<file path="config.mk">
export PLATFORM = sky130hd
export DESIGN_NAME = adc_cfg_reg
export DESIGN_NICKNAME = d
export VERILOG_FILES = /design/src/rtl/adc_cfg_pkg.sv /design/src/rtl/adc_cfg_ctrl.sv /design/src/rtl/adc_cfg_sticky.sv /design/src/rtl/adc_cfg_chop.sv /design/src/rtl/adc_cfg_reg.sv
export SDC_FILE = /design/constraint.sdc
export NUM_CORES = 1
export LEC_CHECK = 0
export CAP_MARGIN = 40
export CORE_MARGIN = 2
export CORE_UTILIZATION = 36
export CTS_CLUSTER_DIAMETER = 120
export DETAILED_ROUTE_END_ITERATION = 8
export GPL_TIMING_DRIVEN = 0
export HOLD_SLACK_MARGIN = 0.12
export PLACE_DENSITY = 0.85
export SLEW_MARGIN = 30
export SYNTH_ARGS = -nofsm -noshare
export SYNTH_HDL_FRONTEND = slang
export SYNTH_SLANG_ARGS = --single-unit
</file>
<file path="constraint.sdc">
create_clock -name clk -period 1.2 [get_ports clk]
set_clock_uncertainty 0.1 [all_clocks]
set_input_delay 0.24 -clock clk [delete_from_list [all_inputs] [get_ports clk]]
set_output_delay 0.24 -clock clk [all_outputs]
set_load 0.03 [all_outputs]
</file>
<file path="src/rtl/adc_cfg_pkg.sv">
package adc_cfg_pkg;
  localparam int REG_W   = 24;
  localparam int DEPTH_W = 4;
  localparam int CHOP_W  = 2;
  localparam int N_FLAGS = 3;

  // bit positions
  localparam int B_CHOP  = 20;
  localparam int B_MULTI = 18;
  localparam int B_LOOP  = 17;
  localparam int B_RDW   = 16;
  localparam int B_DEPTH = 12;
  localparam int B_SLEEP = 11;
  localparam int B_PUMP  = 10;
  localparam int B_PSAVE = 9;
  localparam int B_LOWP  = 8;
  localparam int B_SRST  = 7;
  localparam int B_FLAG  = 4;   // flags at 6:4 = {done, osc, ovr}

  localparam logic [REG_W-1:0] RSVD_MASK = 24'hC8000F;

  typedef struct packed {
    logic [CHOP_W-1:0]  chop;
    logic               multi;
    logic               loop;
    logic               rdwait;
    logic [DEPTH_W-1:0] depth;
    logic               sleep;
    logic               pump_dis;
    logic               psave;
    logic               lowp;
  } ctrl_t;

  function automatic ctrl_t unpack_ctrl(input logic [REG_W-1:0] w);
    ctrl_t c;
    c.chop     = w[B_CHOP +: CHOP_W];
    c.multi    = w[B_MULTI];
    c.loop     = w[B_LOOP];
    c.rdwait   = w[B_RDW];
    c.depth    = w[B_DEPTH +: DEPTH_W];
    c.sleep    = w[B_SLEEP];
    c.pump_dis = w[B_PUMP];
    c.psave    = w[B_PSAVE];
    c.lowp     = w[B_LOWP];
    return c;
  endfunction

  function automatic logic [REG_W-1:0] pack_ctrl(input ctrl_t c);
    logic [REG_W-1:0] w;
    w = '0;
    w[B_CHOP +: CHOP_W]   = c.chop;
    w[B_MULTI]            = c.multi;
    w[B_LOOP]             = c.loop;
    w[B_RDW]              = c.rdwait;
    w[B_DEPTH +: DEPTH_W] = c.depth;
    w[B_SLEEP]            = c.sleep;
    w[B_PUMP]             = c.pump_dis;
    w[B_PSAVE]            = c.psave;
    w[B_LOWP]             = c.lowp;
    return w;
  endfunction
endpackage

</file>
<file path="src/rtl/adc_cfg_ctrl.sv">
module adc_cfg_ctrl
  import adc_cfg_pkg::*;
(
  input  logic             clk,
  input  logic             rst_n,
  input  logic             wr_en,
  input  logic [REG_W-1:0] wdata,
  output ctrl_t            ctrl_q,
  output logic             srst_q,
  output logic             srst_done
);
  ctrl_t ctrl_d;
  logic  srst_d;
  logic  ctrl_en;

  always_comb begin
    ctrl_en   = wr_en;
    srst_d    = wdata[B_SRST];
    srst_done = wr_en && srst_q && !wdata[B_SRST];
    if (srst_q || wdata[B_SRST]) ctrl_d = '0;
    else                         ctrl_d = unpack_ctrl(wdata);
  end

  always_ff @(posedge clk or negedge rst_n) begin
    if (!rst_n) begin
      ctrl_q <= '0;
      srst_q <= 1'b0;
    end else if (ctrl_en) begin
      ctrl_q <= ctrl_d;
      srst_q <= srst_d;
    end
  end


  srst_set_chk: assert property (@(posedge clk) disable iff (!rst_n)
    (wr_en && !srst_q && wdata[B_SRST]) |=> (srst_q && ctrl_q == '0));

  srst_lock_chk: assert property (@(posedge clk) disable iff (!rst_n)
    (wr_en && srst_q) |=> (ctrl_q == '0));

  srst_hold_chk: assert property (@(posedge clk) disable iff (!rst_n)
    (!wr_en) |=> ($stable(srst_q) && $stable(ctrl_q)));
endmodule

</file>
<file path="src/rtl/adc_cfg_sticky.sv">
module adc_cfg_sticky #(
  parameter int N = 3
) (
  input  logic         clk,
  input  logic         rst_n,
  input  logic [N-1:0] set,
  input  logic         clr,
  output logic [N-1:0] flag_q
);
  logic [N-1:0] flag_d;

  for (genvar i = 0; i < N; i++) begin : g_flag
    always_comb flag_d[i] = set[i] || (flag_q[i] && !clr);

    always_ff @(posedge clk or negedge rst_n) begin
      if (!rst_n) flag_q[i] <= 1'b0;
      else        flag_q[i] <= flag_d[i];
    end


    evt_wins_chk: assert property (@(posedge clk) disable iff (!rst_n)
      set[i] |=> flag_q[i]);

    sticky_hold_chk: assert property (@(posedge clk) disable iff (!rst_n)
      (flag_q[i] && !clr) |=> flag_q[i]);

    rd_clear_chk: assert property (@(posedge clk) disable iff (!rst_n)
      (clr && !set[i]) |=> !flag_q[i]);
  end
endmodule

</file>
<file path="src/rtl/adc_cfg_chop.sv">
module adc_cfg_chop #(
  parameter int CODE_W = 2,
  parameter int DIV_W  = 8
) (
  input  logic [CODE_W-1:0] code,
  output logic [DIV_W-1:0]  div
);
  localparam int SH_W = $clog2(DIV_W);
  logic [SH_W-1:0] sh;

  always_comb begin
    unique case (code)
      2'b00:   sh = SH_W'(7);
      2'b01:   sh = SH_W'(3);
      2'b10:   sh = SH_W'(1);
      default: sh = SH_W'(5);
    endcase
    div = DIV_W'(1) << sh;
  end


  div_onehot_chk: assert final ($onehot(div));
endmodule

</file>
<file path="src/rtl/adc_cfg_reg.sv">
module adc_cfg_reg
  import adc_cfg_pkg::*;
(
  input  logic        clk,
  input  logic        rst_n,
  input  logic        wr_en,
  input  logic        rd_en,
  input  logic [23:0] wdata,
  output logic [23:0] rdata,
  input  logic        osc_evt,
  input  logic        ovr_evt,
  output logic [1:0]  chop_sel,
  output logic [7:0]  chop_div,
  output logic        multi_setup,
  output logic        loop_en,
  output logic        read_wait,
  output logic [3:0]  depth_ptr,
  output logic        sleep_sel,
  output logic        pump_oe,
  output logic        pwr_save,
  output logic        low_pwr,
  output logic        sys_rst
);
  logic [1:0]         rst_sync_q;
  logic               rst_n_int;
  ctrl_t              ctrl_q;
  logic               srst_q;
  logic               srst_done;
  logic [N_FLAGS-1:0] flag_set;
  logic [N_FLAGS-1:0] flag_q;

  // asynchronous assert, synchronous release
  always_ff @(posedge clk or negedge rst_n) begin
    if (!rst_n) rst_sync_q <= 2'b00;
    else        rst_sync_q <= {rst_sync_q[0], 1'b1};
  end
  assign rst_n_int = rst_sync_q[1];

  adc_cfg_ctrl u_ctrl (
    .clk       (clk),
    .rst_n     (rst_n_int),
    .wr_en     (wr_en),
    .wdata     (wdata),
    .ctrl_q    (ctrl_q),
    .srst_q    (srst_q),
    .srst_done (srst_done)
  );

  assign flag_set = {srst_done, osc_evt, ovr_evt};

  adc_cfg_sticky #(.N(N_FLAGS)) u_flags (
    .clk    (clk),
    .rst_n  (rst_n_int),
    .set    (flag_set),
    .clr    (rd_en),
    .flag_q (flag_q)
  );

  adc_cfg_chop #(.CODE_W(CHOP_W), .DIV_W(8)) u_chop (
    .code (ctrl_q.chop),
    .div  (chop_div)
  );

  always_comb begin
    rdata                    = pack_ctrl(ctrl_q);
    rdata[B_SRST]            = srst_q;
    rdata[B_FLAG +: N_FLAGS] = flag_q;
  end

  assign chop_sel    = ctrl_q.chop;
  assign multi_setup = ctrl_q.multi;
  assign loop_en     = ctrl_q.loop;
  assign read_wait   = ctrl_q.rdwait;
  assign depth_ptr   = ctrl_q.depth;
  assign sleep_sel   = ctrl_q.sleep;
  assign pump_oe     = !ctrl_q.pump_dis;
  assign pwr_save    = ctrl_q.psave;
  assign low_pwr     = ctrl_q.lowp;
  assign sys_rst     = srst_q;


  rsvd_zero_chk: assert property (@(posedge clk) disable iff (!rst_n_int)
    (rdata & RSVD_MASK) == '0);

  done_flag_chk: assert property (@(posedge clk) disable iff (!rst_n_int)
    (wr_en && srst_q && !wdata[B_SRST]) |=> (!sys_rst && rdata[6]));
endmodule

</file>
==> impl_metrics.ini, run 1 <==
[run_status]
status = finished, violations left
violations = negative setup slack

[synth]
synthTopCellsByArea = dfrtp_1 (47%), buf_4 (20%), o22ai_2 (12%)
synth.distinct_cells = 13
ys_ff_latch = 19
yosys-top-cells-count = buf_4 (27), dfrtp_1 (19), inv_1 (14), nand2_1 (14), o22ai_2 (10)
syn-cell-area_mm2 = 0.00100
synth_area_per_cell_um2 = 10.1
async_reset_ff_frac = 1.00
netlist_instances = 99
yosys_warnings = 0
synth-seq-area-share = 0.473
yosysTopAreaCell = dfrtp_1
synth_most_common_cell = buf_4
synth_ff_type = dfrtp_1
synth_edf_count = 0
synth.top_cell.area_share = 0.473

[setup_path]
cp-startpoint = u_ctrl.ctrl_q[12]
critPathTopFamily = flip-flops
cp_num_buf_inv = 2
required_ns = 0.86
crit_chain = inv_4 > nor2_4 > buf_6
cpPeakStageDelay_ns = 0.45
reg2reg_from = u_ctrl.srst_q
crit_slowest_cell = dfrtp_2
cp_max_fo = 5
critPathLaunchType = flop
crit_path_end_kind = primary output
crit_arrival_ns = 1.05
path_class = flop to primary output

[drt]
wirelength_um = 2410
drtAntennaViolNets = 0
vias = 859
via_per_inst = 4.23
post-route-drc-count = 0
wl_per_cell_um = 11.9
drtPass1Iterations = 2
drtIter0Drc = 7

[floorplanning]
core_area_mm2 = 0.00271
pin_count = 76
die_w_um = 56.8
initial_utilization = 0.371
die_area_mm2 = 0.00323
die_h_um = 56.8
rows = 19

[sta]
whs_ns = 0.156
rsz0062_at_grt = true
fin_crit_sh = 1.16
finalHoldViolCount = 0
max_freq_mhz = 719
fin_crit_ns = 1.39
slew_headroom = 0.529
setup_ws_ns = -0.192
drv_slew = 0
finalSetupViolCount = 31
tightest_slew_ns = 0.706

[finish]
fill_cells = 220
final_nets = 203
instances_no_fill = 203
drive_gt1_frac = 0.547
postLayoutCellArea_mm2 = 0.00179
areaGrowthSynthToFinish_pct = 78.6
antenna_cells = 0

[placement]
place_hpwl_um = 1810
gp_congestion = 0.654
port_buffers = 53
dp_cells = 193
placed_cell_area_mm2 = 0.00163

[run]
cap_violations = 0

[pwr]
power_density_mw_per_mm2 = 1000
p_leak_nw = 0.885
total_power_mw = 1.80
vdd_drop_max_mv = 0.912

[clock_network]
clk_pin_slew_ns = 0.11
root_buffer = clkbuf_4
clkLatencyLatePin_ns = 0.29
cts_tree = built
clk_path_buf_depth = 2
clock_sinks = 19
htreeDepth = 1
numCtsBuffers = 3

[grt]
gr-usage-all-layers = 0.144
grt_pass1_wl_um = 3620
grt.busiest_layer = met2
grt_pass1_vias = 856
met1_usage = 0.154
grt_use_met2 = 0.277
grt_overflow = 0
met3_usage = 0.0392
grt_max_degree = 18
antenna_found_initial = 0

[min_path]
min_path_type = input port to flop
hp-start = wr_en
[layout by cell type, fill, tap and decap left out]
master	synthesis	routed
nor2_2	0	2
o22ai_1	3	3
nand2_1	14	14
clkdlybuf4s50_1	0	18
inv_1	14	11
o2bb2ai_1	1	1
dfrtp_1	19	16
or2_4	1	1
buf_4	27	22
nor2_4	0	2
inv_2	0	1
buf_6	1	44
dlygate4sd3_1	0	1
conb_1	2	12
a21o_1	2	2
buf_8	0	1
mux2_2	1	1
dfrtp_2	0	3
clkinv_2	0	1
clkbuf_4	0	3
buf_2	0	1
inv_4	0	2
o22ai_2	10	10
[kinds of logic after synthesis]
kind of cell           after synthesis  synth area share
AOI/OAI and AO/OA                   16             0.167
buffers and inverters               42             0.265
DFF                                 19             0.473
muxes                                1            0.0112
other                                2           0.00747
and+or+nand+nor                     19            0.0760
[path summary, 6_finish.rpt]
kind | to | slack [ns] | depth (start not counted)
hold reg to reg | u_ctrl.ctrl_q[3] | 0.20 | 0
hold / removal | u_ctrl.ctrl_q[12] | 0.16 | 3
setup reg to reg | u_ctrl.ctrl_q[2] | 0.01 | 3
max in group asynchronous | u_ctrl.srst_q | 0.31 | 0
min in group asynchronous | u_ctrl.ctrl_q[3] | 0.20 | 0
setup / recovery | chop_div[1] | -0.19 | 3
[registers in the layout, indices dropped and copies added, names as in the netlist]
signal          cells
u_ctrl.ctrl_q      13
u_flags.flag_q      3
rst_sync_q          2
u_ctrl.srst_q       1
[metrics by stage]
stage	TNS (ns)	setup slack (ns)	utilization
floorplan	-0.121	-0.0652	-
global placement	-9.76	-0.405	0.602
detailed placement	-10.29	-0.440	0.602
CTS	-3.16	-0.199	0.648
global route	-4.18	-0.234	0.662
finish	-2.83	-0.192	0.662
[layout make-up]
type / instances / area, um^2 / area share
plain buffers: 28 / 259 / 0.144
clock buffers: 3 / 22.5 / 0.0126
clock inverters: 1 / 5.00 / 0.00279
inverters: 14 / 57.6 / 0.0321
multi-input cells: 48 / 320 / 0.179
flip-flops and latches: 19 / 479 / 0.267
well taps: 31 / 38.8 / 0.0216
repair buffers: 59 / 612 / 0.341
[worst min-delay path: cells and delay by family]
| family | cells | cell delay [ns] |
|---|---|---|
| compound gates | 1 | 0.06 |
| simple gates | 1 | 0.07 |
| buf+inv | 1 | 0.15 |
[report_power, final]
part           total [mW]  internal [mW]  switching, mW
logic               0.727          0.362          0.365
registers           0.748          0.686         0.0620
clock network       0.323          0.124          0.199
[per-layer routing]
| metal | vias to the layer above | routed length (um) |
|---|---|---|
| met5 | - | 0 |
| li1 | 423 | - |
| met1 | 402 | 853 |
| met2 | 34 | 1360 |
| met3 | 0 | 189 |
| met4 | 0 | 0 |
[what timing repair did]
| item | CTS | global route |
|---|---|---|
| pin swaps | 1 | 1 |
| resized for setup | 256 | 4 |
| setup endpoints to repair | 35 | 37 |
| buffers inserted | 2 | 3 |
| hold buffers | 1 | 0 |
| endpoints found under the hold margin | 2 | 0 |
No activity file was read; power rests on OpenSTA's default activity.
==> inputs of run 2 (changes only) <==
Settings changed: CORE_MARGIN 2 to not set.
==> run 2 against run 1 <==
The run still ends with negative setup slack left. Die area down 6.9%. Sequential power about the same. Setup slack worse by 0.026 ns. Clock power up 2%. Critical path type unchanged. Largest power group is now combinational logic.
==> impl_metrics.ini, run 2 (same netlist as run 1, synthesis figures left out) <==
[run_status]
status = finished, violations left
violations = negative setup slack

[clock_network]
htreeDepth = 1
cts_tree = built
clock_sinks = 19
numCtsBuffers = 3
clkLatencyLatePin_ns = 0.29
clk_pin_slew_ns = 0.11
clk_path_buf_depth = 2
root_buffer = clkbuf_4

[sta]
max_freq_mhz = 705
slew_headroom = 0.539
fin_tns_setup_ns = -3.43
drv_slew = 0
setup_ws_ns = -0.218
finalHoldViolCount = 0
fin_crit_ns = 1.42
rsz0062_at_grt = true
fin_crit_sh = 1.18
finalSetupViolCount = 41
tightest_slew_ns = 0.691

[drt]
drtAntennaViolNets = 0
wirelength_um = 2550
via_per_inst = 4.30
vias = 885
drtIter0Drc = 8
wl_per_cell_um = 12.4
drtPass1Iterations = 4
post-route-drc-count = 0

[finish]
fill_cells = 187
reg_top3 = u_ctrl.ctrl_q x13, u_flags.flag_q x3, rst_sync_q x2
areaGrowthSynthToFinish_pct = 83.4
final_nets = 207
drive_gt1_frac = 0.545
antenna_cells = 0
multi_input_comb_area_um2 = 318
largest_reg_flops = 13
regArea_um2 = 479
most-common-layout-cells = buf_6 (45), buf_4 (24), clkdlybuf4s50_1 (18)
postLayoutCellArea_mm2 = 0.00184
instances_no_fill = 206
top_register = u_ctrl.ctrl_q
layout_commonest_cell = buf_6

[placement]
port_buffers = 53
placed_cell_area_mm2 = 0.00163
place_hpwl_um = 1800
gp_congestion = 0.671
dp_cells = 192

[run]
cap_violations = 0

[floorplanning]
core_area_mm2 = 0.00257
pin_count = 76
die_area_mm2 = 0.00301
die_w_um = 54.8
initial_utilization = 0.391
rows = 18
die_h_um = 54.8

[grt]
grt_pass1_wl_um = 3750
grt_pass1_vias = 860
grt_max_degree = 18
grt_overflow = 0
antenna_found_initial = 0
gr-usage-all-layers = 0.177

[pwr]
netSwitchingPower_mw = 0.634
internal-power_mw = 1.20
p_leak_nw = 0.912
pwr-share-clk = 0.180
p_comb_frac = 0.412
total_power_mw = 1.83
swShare = 0.346
seq_power_share = 0.408
power_density_mw_per_mm2 = 994
vdd_drop_max_mv = 0.684

[setup_path]
crit_cells = 3
crit_top_cell = buf_6
cp-startpoint = u_ctrl.ctrl_q[11]
reg2reg_from = u_ctrl.srst_q
cp_num_buf_inv = 2
critPathTopFamily = flip-flops
critPathLaunchType = flop
path_class = flop to primary output
rrSetupSlack_ns = -0.07
setup.worst_path.end = chop_div[1]
crit_path_end_kind = primary output
crit_slowest_cell = dfrtp_2
cpPeakStageDelay_ns = 0.46
cp_max_fo = 5
r2r_end = u_ctrl.ctrl_q[11]
crit_arrival_ns = 1.08
crit_chain = buf_6 > nor2_4 > buf_6
required_ns = 0.86
reg2regPathDepth = 4

[min_path]
min_path_type = input port to flop
run 2: how the worst min path moves through the flow:
stage	from	endpoint	slack [ns]	cells after the start
2_1_floorplan	rst_n	rst_sync_q[0]	-0.16	0
3_3_place_gp	rst_sync_q[1]	u_ctrl.ctrl_q[3]	0.20	0
3_5_place_dp	rst_sync_q[1]	u_ctrl.ctrl_q[3]	0.21	0
4_1_cts	wr_en	u_ctrl.ctrl_q[12]	0.14	3
5_1_grt	wr_en	u_ctrl.ctrl_q[12]	0.16	3
6_report	wr_en	u_ctrl.ctrl_q[12]	0.16	3
run 2: area by class of cell:
type / count / share of cell area
Timing Repair Buffer: 63 / 0.360
Sequential cell: 19 / 0.260
Multi-Input combinational cell: 48 / 0.172
Buffer: 28 / 0.143
Inverter: 14 / 0.0299
Tap cell: 30 / 0.0204
Clock buffer: 4 / 0.0143
run 2: layer usage:
layer	part of all wire	vias up	track usage
met4	0	0	0.0385
met3	0.076	0	0.0417
met1	0.37	417	0.198
li1	-	431	-
met2	0.56	37	0.331
met5	0	-	0
run 2: power by group through the flow:
stage,Sequential (mW),Clock [mW],Combinational [mW]
final,0.747,0.330,0.754
after CTS,0.744,0.335,0.701
after global placement,0.743,0,0.651
after floorplan,0.822,0,0.328
after detailed placement,0.746,0,0.660
after global routing,0.757,0.357,0.796
run 2: worst reg2reg max path, stage by stage (launching register included):
cell and delay (ns):
dfrtp_2 0.45, buf_6 0.12, or2_4 0.26, buf_12 0.15, o22ai_2 0.11
run 2: metrics by stage:
stage | setup WS (ns) | hold slack, ns | util
floorplan | -0.0652 | -0.156 | -
global placement | -0.406 | 0.195 | 0.635
detailed placement | -0.435 | 0.215 | 0.635
CTS | -0.216 | 0.144 | 0.676
global route | -0.273 | 0.156 | 0.718
finish | -0.218 | 0.156 | 0.718
run 2: what timing repair did:
item,in CTS,in global routing
hold endpoints to repair,2,0
gates cloned,0,1
setup endpoints to repair,35,45
hold buffers,1,0
setup buffers,3,5
resized for setup,248,13
pin swaps,0,10
==> inputs of run 3 (changes only) <==
Settings changed: ABC_AREA set to 1.
==> run 3 against run 2 <==
The run still ends with negative setup slack left. Sequential share of layout area is 0.38 points higher. Clock power shrank 6%. Non-clock buffer count down 3. Setup slack improved by 0.032 ns. Synthesized area grew 1.0%. Combinational power decreased by 15%. First-iteration DRC count is 13% lower. Register-to-register slack improved by 0.14 ns. Sequential cell count did not move. Critical path type unchanged. Critical endpoint unchanged. Highest routed layer unchanged.
==> impl_metrics.ini, run 3 <==
[run_status]
status = finished, violations left
violations = negative setup slack

[pwr]
vdd_drop_max_mv = 0.874
total_power_mw = 1.69
power_density_mw_per_mm2 = 931
p_leak_nw = 1.05

[floorplanning]
die_h_um = 55.1
core_area_mm2 = 0.00257
die_area_mm2 = 0.00303
die_w_um = 55.1
rows = 18
pin_count = 76
initial_utilization = 0.395

[sta]
tightest_slew_ns = 0.677
max_freq_mhz = 722
fin_crit_ns = 1.39
finalSetupViolCount = 29
fin_crit_sh = 1.15
drv_slew = 0
fin_tns_setup_ns = -2.65
rsz0062_at_grt = true
slew_headroom = 0.548
whs_ns = 0.172
finalHoldViolCount = 0
setup_ws_ns = -0.186

[clock_network]
clk_path_buf_depth = 2
cts_tree = built
root_buffer = clkbuf_4
numCtsBuffers = 3
clock_sinks = 19
clk_pin_slew_ns = 0.11
clkLatencyLatePin_ns = 0.29
htreeDepth = 1

[finish]
antenna_cells = 0
drive_gt1_frac = 0.396
layout_commonest_cell = buf_6
most-common-layout-cells = buf_6 (47), nand2_1 (46), buf_4 (18), clkdlybuf4s50_1 (18), dfrtp_1 (17)
final_nets = 238
regArea_um2 = 478
instances_no_fill = 237
multi_input_comb_area_um2 = 317
postLayoutCellArea_mm2 = 0.00181
fin_util = 0.706
areaGrowthSynthToFinish_pct = 78.5
largest_reg_flops = 13
reg_top3 = u_ctrl.ctrl_q x13, u_flags.flag_q x3, rst_sync_q x2
fill_cells = 223
top_register = u_ctrl.ctrl_q

[synth]
synth.distinct_cells = 11
ys_ff_latch = 19
netlist_instances = 132
synth_most_common_cell = nand2_1
yosysTopAreaCell = dfrtp_1
synth_area_per_cell_um2 = 7.69
synth-seq-area-share = 0.469
synth.top_cell.area_share = 0.469
async_reset_ff_frac = 1.00
synthTopCellsByArea = dfrtp_1 (47%), buf_4 (18%), nand2_1 (17%)
yosys_warnings = 0
synth_edf_count = 0
synth_ff_type = dfrtp_1
yosys-top-cells-count = nand2_1 (46), buf_4 (24), dfrtp_1 (19)
syn-cell-area_mm2 = 0.00101

[drt]
drtAntennaViolNets = 0
via_per_inst = 3.96
vias = 938
wl_per_cell_um = 9.47
wirelength_um = 2250
post-route-drc-count = 0
drtPass1Iterations = 4
drtIter0Drc = 7

[grt]
gr-usage-all-layers = 0.160
grt_max_degree = 18
grt_overflow = 0
antenna_found_initial = 0
grt_pass1_vias = 805
grt_pass1_wl_um = 3380

[run]
cap_violations = 0

[placement]
placed_cell_area_mm2 = 0.00164
place_hpwl_um = 1650
pre_cts_slack_ns = -0.368
dp_cells = 226
port_buffers = 54
gp_congestion = 0.671

[setup_path]
rrSetupSlack_ns = 0.07
required_ns = 0.86
path_class = flop to primary output
cp_max_fo = 7
critPathLaunchType = flop
crit_path_end_kind = primary output
crit_arrival_ns = 1.05

[min_path]
min_path_type = flop to async pin
run 3: cell types whose count changed after synthesis, sizes merged:
| cell | delta |
|---|---|
| nand2 | +32 |
| nor2 | +13 |
| o22ai | -13 |
| inv | +5 |
| buf | -1 |
| mux2 | -1 |
| o2bb2ai | -1 |
| or2 | -1 |
run 3: worst paths after layout:
check,start,endpoint,cells after the start
min in group clk,wr_en,u_ctrl.srst_q,3
max in group asynchronous,rst_n,rst_sync_q[1],2
worst min-delay path,rst_sync_q[1],u_ctrl.srst_q,0
worst max-delay path,u_ctrl.ctrl_q[11],chop_div[1],2
worst min register to register,rst_sync_q[1],u_ctrl.srst_q,0
worst max register to register,u_ctrl.srst_q,u_ctrl.ctrl_q[2],5
run 3: layout make-up:
cell class              count  area share
clock buffers               4      0.0145
flip-flops and latches     19       0.264
multi-input cells          77       0.175
plain buffers              27       0.140
repair buffers             61       0.347
well taps                  30      0.0207
inverters                  19      0.0394
run 3: power by group:
| group | internal [mW] | switching (mW) | leakage [nW] |
|---|---|---|---|
| combinational | 0.316 | 0.323 | 0.793 |
| sequential | 0.681 | 0.0554 | 0.241 |
| clock | 0.129 | 0.181 | 0.0150 |
run 3: cell families (layout without fill, tap and decap cells):
kind of cell           count (synthesis)  count (layout)  share of synthesized area
AOI/OAI and AO/OA                      2               2                     0.0148
buffers and inverters                 46             111                      0.269
DFF                                   19              19                      0.469
and+or+nand+nor                       63              63                      0.240
other                                  2              12                    0.00740
run 3: worst max-delay path, stage by stage (launching register included):
cell and delay (ns):
dfrtp_2 0.48, nor2_2 0.13, buf_6 0.13
run 3: routing by layer:
metal  share of wire  track usage  vias to the layer above
met5               0            0                        -
met4               0       0.0250                        0
met3           0.078       0.0546                        0
met2            0.54        0.313                       38
met1            0.39        0.163                      408
li1                -            -                      492
run 3: what timing repair did:
action	in CTS	in global routing
pin swaps	2	1
hold buffers	1	0
endpoints found under the setup margin	35	46
hold endpoints to repair	2	0
setup buffers	6	0
gates resized for setup	252	10
